## config.mk

```make
export PLATFORM = sky130hd
export DESIGN_NAME = i2c_byte_engine
export DESIGN_NICKNAME = d
export VERILOG_FILES = /design/src/rtl/i2cm_pkg.sv /design/src/rtl/i2cm_qtimer.sv /design/src/rtl/i2cm_bit_phy.sv /design/src/rtl/i2c_byte_engine.sv
export SDC_FILE = /design/constraint.sdc
export NUM_CORES = 1
export LEC_CHECK = 0
export ABC_CLOCK_PERIOD_IN_PS = 9100
export BUFFER_PORTS_ARGS = -buffer_cell sky130_fd_sc_hd__buf_2
export CAP_MARGIN = 10
export CORE_MARGIN = 2
export CORE_UTILIZATION = 53
export DETAILED_ROUTE_END_ITERATION = 10
export GPL_TIMING_DRIVEN = 1
export PLACE_DENSITY = 0.73
export SKIP_LAST_GASP = 1
export SLEW_MARGIN = 5
export SYNTH_ARGS = -nofsm -noshare
export SYNTH_HDL_FRONTEND = slang
export SYNTH_HIERARCHICAL = 1
export SYNTH_SLANG_ARGS = --single-unit
```

## constraint.sdc

```tcl
create_clock -name clk -period 9.1 [get_ports clk]
set_clock_uncertainty 0.2 [all_clocks]
set_input_delay 0.455 -clock clk [delete_from_list [all_inputs] [get_ports clk]]
set_output_delay 0.455 -clock clk [all_outputs]
set_load 0.05 [all_outputs]
```

## src/rtl/i2cm_pkg.sv

```systemverilog
package i2cm_pkg;

  typedef enum logic [1:0] {
    OP_START = 2'b00,
    OP_STOP  = 2'b01,
    OP_WRITE = 2'b10,
    OP_READ  = 2'b11
  } op_e;

  typedef enum logic [1:0] {
    BK_START = 2'b00,
    BK_STOP  = 2'b01,
    BK_DATA  = 2'b10
  } bitkind_e;

  // Bus-level operation that a host command maps to
  function automatic bitkind_e kind_for(input op_e op);
    case (op)
      OP_START: return BK_START;
      OP_STOP:  return BK_STOP;
      default:  return BK_DATA;
    endcase
  endfunction

  // Level to present on SDA for one data slot (1 = released)
  function automatic logic slot_level(input op_e op, input logic msb,
                                      input logic ack_slot, input logic ack_req);
    if (op == OP_WRITE) return ack_slot ? 1'b1 : msb;
    if (op == OP_READ)  return ack_slot ? ~ack_req : 1'b1;
    return 1'b1;
  endfunction

endpackage

```

## src/rtl/i2cm_qtimer.sv

```systemverilog
module i2cm_qtimer #(
  parameter int DIV_W = 16
) (
  input  logic             clk,
  input  logic             rst_n,
  input  logic             clear,
  input  logic             count_en,
  input  logic [DIV_W-1:0] div,
  output logic             qend
);

  // Last count value of one quarter; a zero divider behaves as one
  function automatic logic [DIV_W-1:0] last_count(input logic [DIV_W-1:0] d);
    return (d == '0) ? '0 : d - 1'b1;
  endfunction

  logic [DIV_W-1:0] cnt_q;

  assign qend = count_en && !clear && (cnt_q == last_count(div));

  always_ff @(posedge clk or negedge rst_n) begin
    if (!rst_n)             cnt_q <= '0;
    else if (clear || qend) cnt_q <= '0;
    else if (count_en)      cnt_q <= cnt_q + 1'b1;
  end


  quarter_bound_chk: assert property (@(posedge clk) disable iff (!rst_n)
    (count_en && $stable(div)) |-> (cnt_q <= last_count(div)));

endmodule

```

## src/rtl/i2cm_bit_phy.sv

```systemverilog
module i2cm_bit_phy
  import i2cm_pkg::*;
#(
  parameter int DIV_W = 16
) (
  input  logic             clk,
  input  logic             rst_n,
  input  logic             go,
  input  bitkind_e         kind,
  input  logic             tx_bit,
  input  logic             arb_en,
  input  logic [DIV_W-1:0] div,
  input  logic             scl_in,
  input  logic             sda_in,
  output logic             scl_oe,
  output logic             sda_oe,
  output logic             done,
  output logic             rx_bit,
  output logic             lost
);

  logic       run_q;
  logic [1:0] phase_q;
  bitkind_e   kind_q;
  logic       arb_q;
  logic       qend;

  // Named internal events
  logic high_half;   // phases 2 and 3 belong to the SCL high phase
  logic high_wait;   // SCL released but not yet seen high (stretch)
  logic count_en;
  logic lost_now;

  assign high_half = run_q && phase_q[1];
  assign high_wait = high_half && !scl_in;
  assign count_en  = run_q && !high_wait;
  assign lost_now  = high_half && arb_q && (kind_q == BK_DATA) &&
                     scl_in && !sda_oe && !sda_in;

  i2cm_qtimer #(.DIV_W(DIV_W)) u_qtimer (
    .clk      (clk),
    .rst_n    (rst_n),
    .clear    (go),
    .count_en (count_en),
    .div      (div),
    .qend     (qend)
  );

  always_ff @(posedge clk or negedge rst_n) begin
    if (!rst_n) begin
      run_q   <= 1'b0;
      phase_q <= 2'd0;
      kind_q  <= BK_DATA;
      arb_q   <= 1'b0;
      scl_oe  <= 1'b0;
      sda_oe  <= 1'b0;
      done    <= 1'b0;
      rx_bit  <= 1'b0;
      lost    <= 1'b0;
    end else begin
      done <= 1'b0;
      if (go && !run_q) begin
        run_q   <= 1'b1;
        phase_q <= 2'd0;
        kind_q  <= kind;
        arb_q   <= arb_en;
        lost    <= 1'b0;
        case (kind)
          BK_DATA: begin scl_oe <= 1'b1; sda_oe <= ~tx_bit; end
          BK_STOP: begin scl_oe <= 1'b1; sda_oe <= 1'b1;    end
          default: sda_oe <= 1'b0;
        endcase
      end else if (lost_now) begin
        run_q  <= 1'b0;
        scl_oe <= 1'b0;
        sda_oe <= 1'b0;
        done   <= 1'b1;
        lost   <= 1'b1;
      end else if (run_q && qend) begin
        case (phase_q)
          2'd0: phase_q <= 2'd1;
          2'd1: begin
            phase_q <= 2'd2;
            scl_oe  <= 1'b0;
          end
          2'd2: begin
            phase_q <= 2'd3;
            if (kind_q == BK_DATA)  rx_bit <= sda_in;
            if (kind_q == BK_START) sda_oe <= 1'b1;
            if (kind_q == BK_STOP)  sda_oe <= 1'b0;
          end
          default: begin
            run_q <= 1'b0;
            done  <= 1'b1;
            if (kind_q != BK_STOP) scl_oe <= 1'b1;
          end
        endcase
      end
    end
  end


  sda_low_scl_chk: assert property (@(posedge clk) disable iff (!rst_n)
    (run_q && kind_q == BK_DATA && sda_oe != $past(sda_oe)) |-> scl_oe);


  stretch_hold_chk: assert property (@(posedge clk) disable iff (!rst_n)
    high_wait |=> (run_q && $stable(phase_q)));


  arb_release_chk: assert property (@(posedge clk) disable iff (!rst_n)
    lost_now |=> (!scl_oe && !sda_oe && done && lost));

endmodule

```

## src/rtl/i2c_byte_engine.sv

```systemverilog
module i2c_byte_engine
  import i2cm_pkg::*;
#(
  parameter int DIV_W  = 16,
  parameter int BYTE_W = 8
) (
  input  logic              clk,
  input  logic              rst_n,
  input  logic [DIV_W-1:0]  div,
  input  logic              cmd_valid,
  input  logic [1:0]        cmd_op,
  input  logic [BYTE_W-1:0] tx_byte,
  input  logic              ack_out,
  output logic              busy,
  output logic              done,
  output logic [BYTE_W-1:0] rx_byte,
  output logic              ack_in,
  output logic              arb_lost,
  output logic              scl_oe,
  output logic              sda_oe,
  input  logic              scl_in,
  input  logic              sda_in
);

  localparam int IDX_W = $clog2(BYTE_W + 1);
  localparam logic [IDX_W-1:0] ACK_IDX = IDX_W'(BYTE_W);

  op_e               op_q;
  logic [IDX_W-1:0]  idx_q;
  logic [BYTE_W-1:0] sh_q;
  logic [BYTE_W-1:0] rxsh_q;
  logic              acko_q;
  logic              go_q;

  logic     accept;
  logic     ack_slot;
  logic     last_slot;
  bitkind_e phy_kind;
  logic     phy_tx;
  logic     phy_arb;
  logic     phy_done;
  logic     phy_rx;
  logic     phy_lost;

  assign accept    = cmd_valid && !busy;
  assign ack_slot  = (idx_q == ACK_IDX);
  assign last_slot = ack_slot || (op_q == OP_START) || (op_q == OP_STOP);
  assign phy_kind  = kind_for(op_q);
  assign phy_tx    = slot_level(op_q, sh_q[BYTE_W-1], ack_slot, acko_q);
  assign phy_arb   = (op_q == OP_WRITE) && !ack_slot;

  i2cm_bit_phy #(.DIV_W(DIV_W)) u_phy (
    .clk    (clk),
    .rst_n  (rst_n),
    .go     (go_q),
    .kind   (phy_kind),
    .tx_bit (phy_tx),
    .arb_en (phy_arb),
    .div    (div),
    .scl_in (scl_in),
    .sda_in (sda_in),
    .scl_oe (scl_oe),
    .sda_oe (sda_oe),
    .done   (phy_done),
    .rx_bit (phy_rx),
    .lost   (phy_lost)
  );

  always_ff @(posedge clk or negedge rst_n) begin
    if (!rst_n) begin
      busy     <= 1'b0;
      done     <= 1'b0;
      rx_byte  <= '0;
      ack_in   <= 1'b0;
      arb_lost <= 1'b0;
      op_q     <= OP_START;
      idx_q    <= '0;
      sh_q     <= '0;
      rxsh_q   <= '0;
      acko_q   <= 1'b0;
      go_q     <= 1'b0;
    end else begin
      done <= 1'b0;
      go_q <= 1'b0;
      if (accept) begin
        busy   <= 1'b1;
        op_q   <= op_e'(cmd_op);
        sh_q   <= tx_byte;
        acko_q <= ack_out;
        idx_q  <= '0;
        go_q   <= 1'b1;
      end else if (busy && phy_done) begin
        if (phy_lost || last_slot) begin
          busy     <= 1'b0;
          done     <= 1'b1;
          arb_lost <= phy_lost;
          ack_in   <= ack_slot && !phy_lost && !phy_rx;
          rx_byte  <= rxsh_q;
        end else begin
          idx_q  <= idx_q + 1'b1;
          sh_q   <= {sh_q[BYTE_W-2:0], 1'b0};
          rxsh_q <= {rxsh_q[BYTE_W-2:0], phy_rx};
          go_q   <= 1'b1;
        end
      end
    end
  end


  busy_done_chk: assert property (@(posedge clk) disable iff (!rst_n)
    done |-> !busy);


  accept_busy_chk: assert property (@(posedge clk) disable iff (!rst_n)
    (cmd_valid && !busy) |=> busy);


  done_pulse_chk: assert property (@(posedge clk) disable iff (!rst_n)
    done |=> !done);


  lost_flag_chk: assert property (@(posedge clk) disable iff (!rst_n)
    (done && arb_lost) |-> (!scl_oe && !sda_oe));

endmodule

```

==> metrics <==
Yosys reg bits 63; worst hold path type input pin to asynchronous set/reset pin; status finished clean; Yosys top cell area share 37.9%; Synth Net Count 455; CP Capture Type flip-flop; clk sinks 63; crit path DAT 3980 ps; Crit Path Max Fanout 17; chip height 91.9 um; routed len/inst 15.3 um; Mapped Area 4090 um2; CP delay by family, top simple AND/OR/NAND/NOR gates; async set-reset flop share out of synthesis 100%; n_diodes 0; # Post-CTS Setup Buffers 0; commonest non-fill, non-tap cell in the layout dfrtp_1; IO Port Bufs 45; Detail Route Antenna Nets 0; drt first pass iters 4; gr busiest metal met2; largest net degree at the start of global routing 64; DR vias 3254; CP startpoint kind input pin; hpwl dp 6.06 mm; chip width 91.9 um; data required time of the worst path 9120 ps; max-slew violations 0; drt total wl 8.49 mm; Fill cells 659; met1 Use GR 28.2%; Avg Cell Area, Syn 9.93 um2; gp weighted congestion 0.810; Worst slew margin 29.1%; ys flop type dfrtp_1; IO Pins 46; Syn. warnings 6; Residual DRC 0; Layout area overhead 10.8%; most frequent cells in the layout dfrtp_1, nand2_1, buf_2, nor2_1, inv_1; Worst VDD drop 0.131 mV; max-cap check violation count 0; period utilization 43.5%; cts hold-fix bufs 0; CTS clk-pin slew, worst paths 70 ps; RSZ-0062 raised after global routing false; vias in the first global route 3129; worst hold slack 79.5 ps; Total Routing Usage GR 21.5%; H-Tree Depth 3; Peak Freq 252 MHz; flop2flop setup slack 5350 ps; share of layout cells above drive strength 1 24.7%; met3 usage 3.78%; minimum clock period 3960 ps; row count 32; Post-synth EDFFs 0; Leak 0.00201 uW; CP Class input pin to flip-flop; final hold vios 0; Unique masters post-synth 74; Power, Total 721 uW; post-synthesis sequential area ratio 38.6%; Setup TNS Final 0 ps; Die ar. 8440 um2; cells along the critical path buf_2 -> nor4_4 -> nand4_1 -> or2_2 -> o211a_1 -> o32ai_2 -> buf_4 -> nand2b_1 -> nor4_1 -> nand3_1 -> nor3_2 -> mux2_1; Worst-Skew Late Latency 330 ps; nets 491; initial antenna violation count 0; Bufs and invs on worst path 2; cell count after synthesis 412; Max stage delay on crit path 550 ps; Clock Tree Root clkbuf_8; core area 7610 um2; largest cells by area after synthesis dfrtp_1, mux2_2, nand2_1; Final setup viols 0; CTS Buf Count 9; DR vias/cell 5.86; CTS tree yes; # resized after CTS 0; initial drt markers 187; Initial Util 53.8%; Clock Path Buffers 2; Power Density 159 nW/um2; Least-Margin Pin Slew 1060 ps; CP max stage cell nor4_1; largest area contributor in the netlist dfrtp_1; first-pass GRT wire length 14.6 mm; met2 GRT Util 34.8%; Overflow after GRT 0
-- synth_stat cells, types with 3 or more instances --
| cell type | number |
|---|---|
| a211oi_1 | 8 |
| a211oi_2 | 10 |
| a21oi_1 | 9 |
| and3_1 | 5 |
| buf_2 | 5 |
| buf_4 | 5 |
| buf_6 | 5 |
| clkbuf_1 | 6 |
| dfrtp_1 | 62 |
| ha_1 | 11 |
| inv_1 | 19 |
| mux2_2 | 18 |
| mux2i_1 | 8 |
| nand2_1 | 52 |
| nand2b_1 | 8 |
| nand3_1 | 18 |
| nand4_1 | 9 |
| nor2_1 | 20 |
| nor2b_1 | 5 |
| nor3_1 | 10 |
| nor4_1 | 7 |
| nor4_4 | 3 |
| o211ai_1 | 8 |
| o21ai_0 | 12 |
| o31ai_1 | 4 |
| or3_1 | 3 |
| xnor2_1 | 8 |
| xor2_1 | 15 |
-- worst paths after layout --
kind | start | endpoint | cells past startpoint
hold / removal | rst_n | rx_byte[4] | 2
setup / recovery | div[3] | u_phy/rx_bit | 12
setup reg to reg | u_phy/phase_q[1] | u_phy/rx_bit | 11
hold reg to reg | acko_q | acko_q | 2
max in group asynchronous | rst_n | sh_q[6] | 2
min in group clk | ack_out | acko_q | 3
-- metrics by stage --
step | util [%] | area (um2) | cells | worst slack (ps)
global route | 59.6 | 4530 | 555 | 4730
CTS | 59.6 | 4530 | 555 | 5150
detailed placement | 56.6 | 4310 | 539 | 4820
finish | 59.6 | 4530 | 555 | 5140
floorplan | - | 4090 | 412 | 5410
global placement | 56.6 | 4310 | 539 | 4880
-- logic make-up after synthesis --
family	share of synthesized area, %
AOI/OAI and AO/OA	15.8
and+or+nand+nor	24.1
buffers and inverters	5.44
muxes	7.18
xor gates and xnor gates	5.50
DFF	38.6
adders and majority gates	3.36
-- state kept, by name, indices dropped and copies added (netlist names) --
register	cells
u_phy/run_q	1
u_phy/kind_q	2
busy	1
u_phy/u_qtimer/cnt_q	16
u_phy/rx_bit	1
u_phy/done	1
u_phy/lost	1
ack_in	1
rxsh_q	8
u_phy/scl_oe	1
done	1
sh_q	8
arb_lost	1
u_phy/sda_oe	1
idx_q	4
go_q	1
acko_q	1
op_q	2
rx_byte	8
u_phy/arb_q	1
u_phy/phase_q	2
-- worst register-to-register path, delay by kind of cell, from the launching register on --
kind / cells / cell delay (ps)
AND/OR/NAND/NOR: 6 / 1420
AO/OA/AOI/OAI: 3 / 1070
flip-flops: 1 / 460
multiplexers: 1 / 330
buffers and inverters: 1 / 160
-- routing by layer --
metal	share of wire, %	vias to the layer above
met4	2.5	0
li1	-	1575
met5	0	-
met2	48	97
met1	45	1562
met3	4.6	20
-- cell type report --
cell class / instances / area [um2] / share of cell area [%]
multi-input cells: 308 / 2290 / 50.6
flip-flops and latches: 63 / 1580 / 34.8
repair buffers: 47 / 240 / 5.30
clock buffers: 13 / 159 / 3.51
well taps: 102 / 128 / 2.82
inverters: 19 / 71.3 / 1.57
clock inverters: 3 / 65.1 / 1.44
-- power breakdown --
part	total, uW	internal [uW]	switching, uW
Combinational	117	56.4	60.4
Clock	272	169	103
Sequential	332	301	31.4
Power figures use the tool's default switching activity.
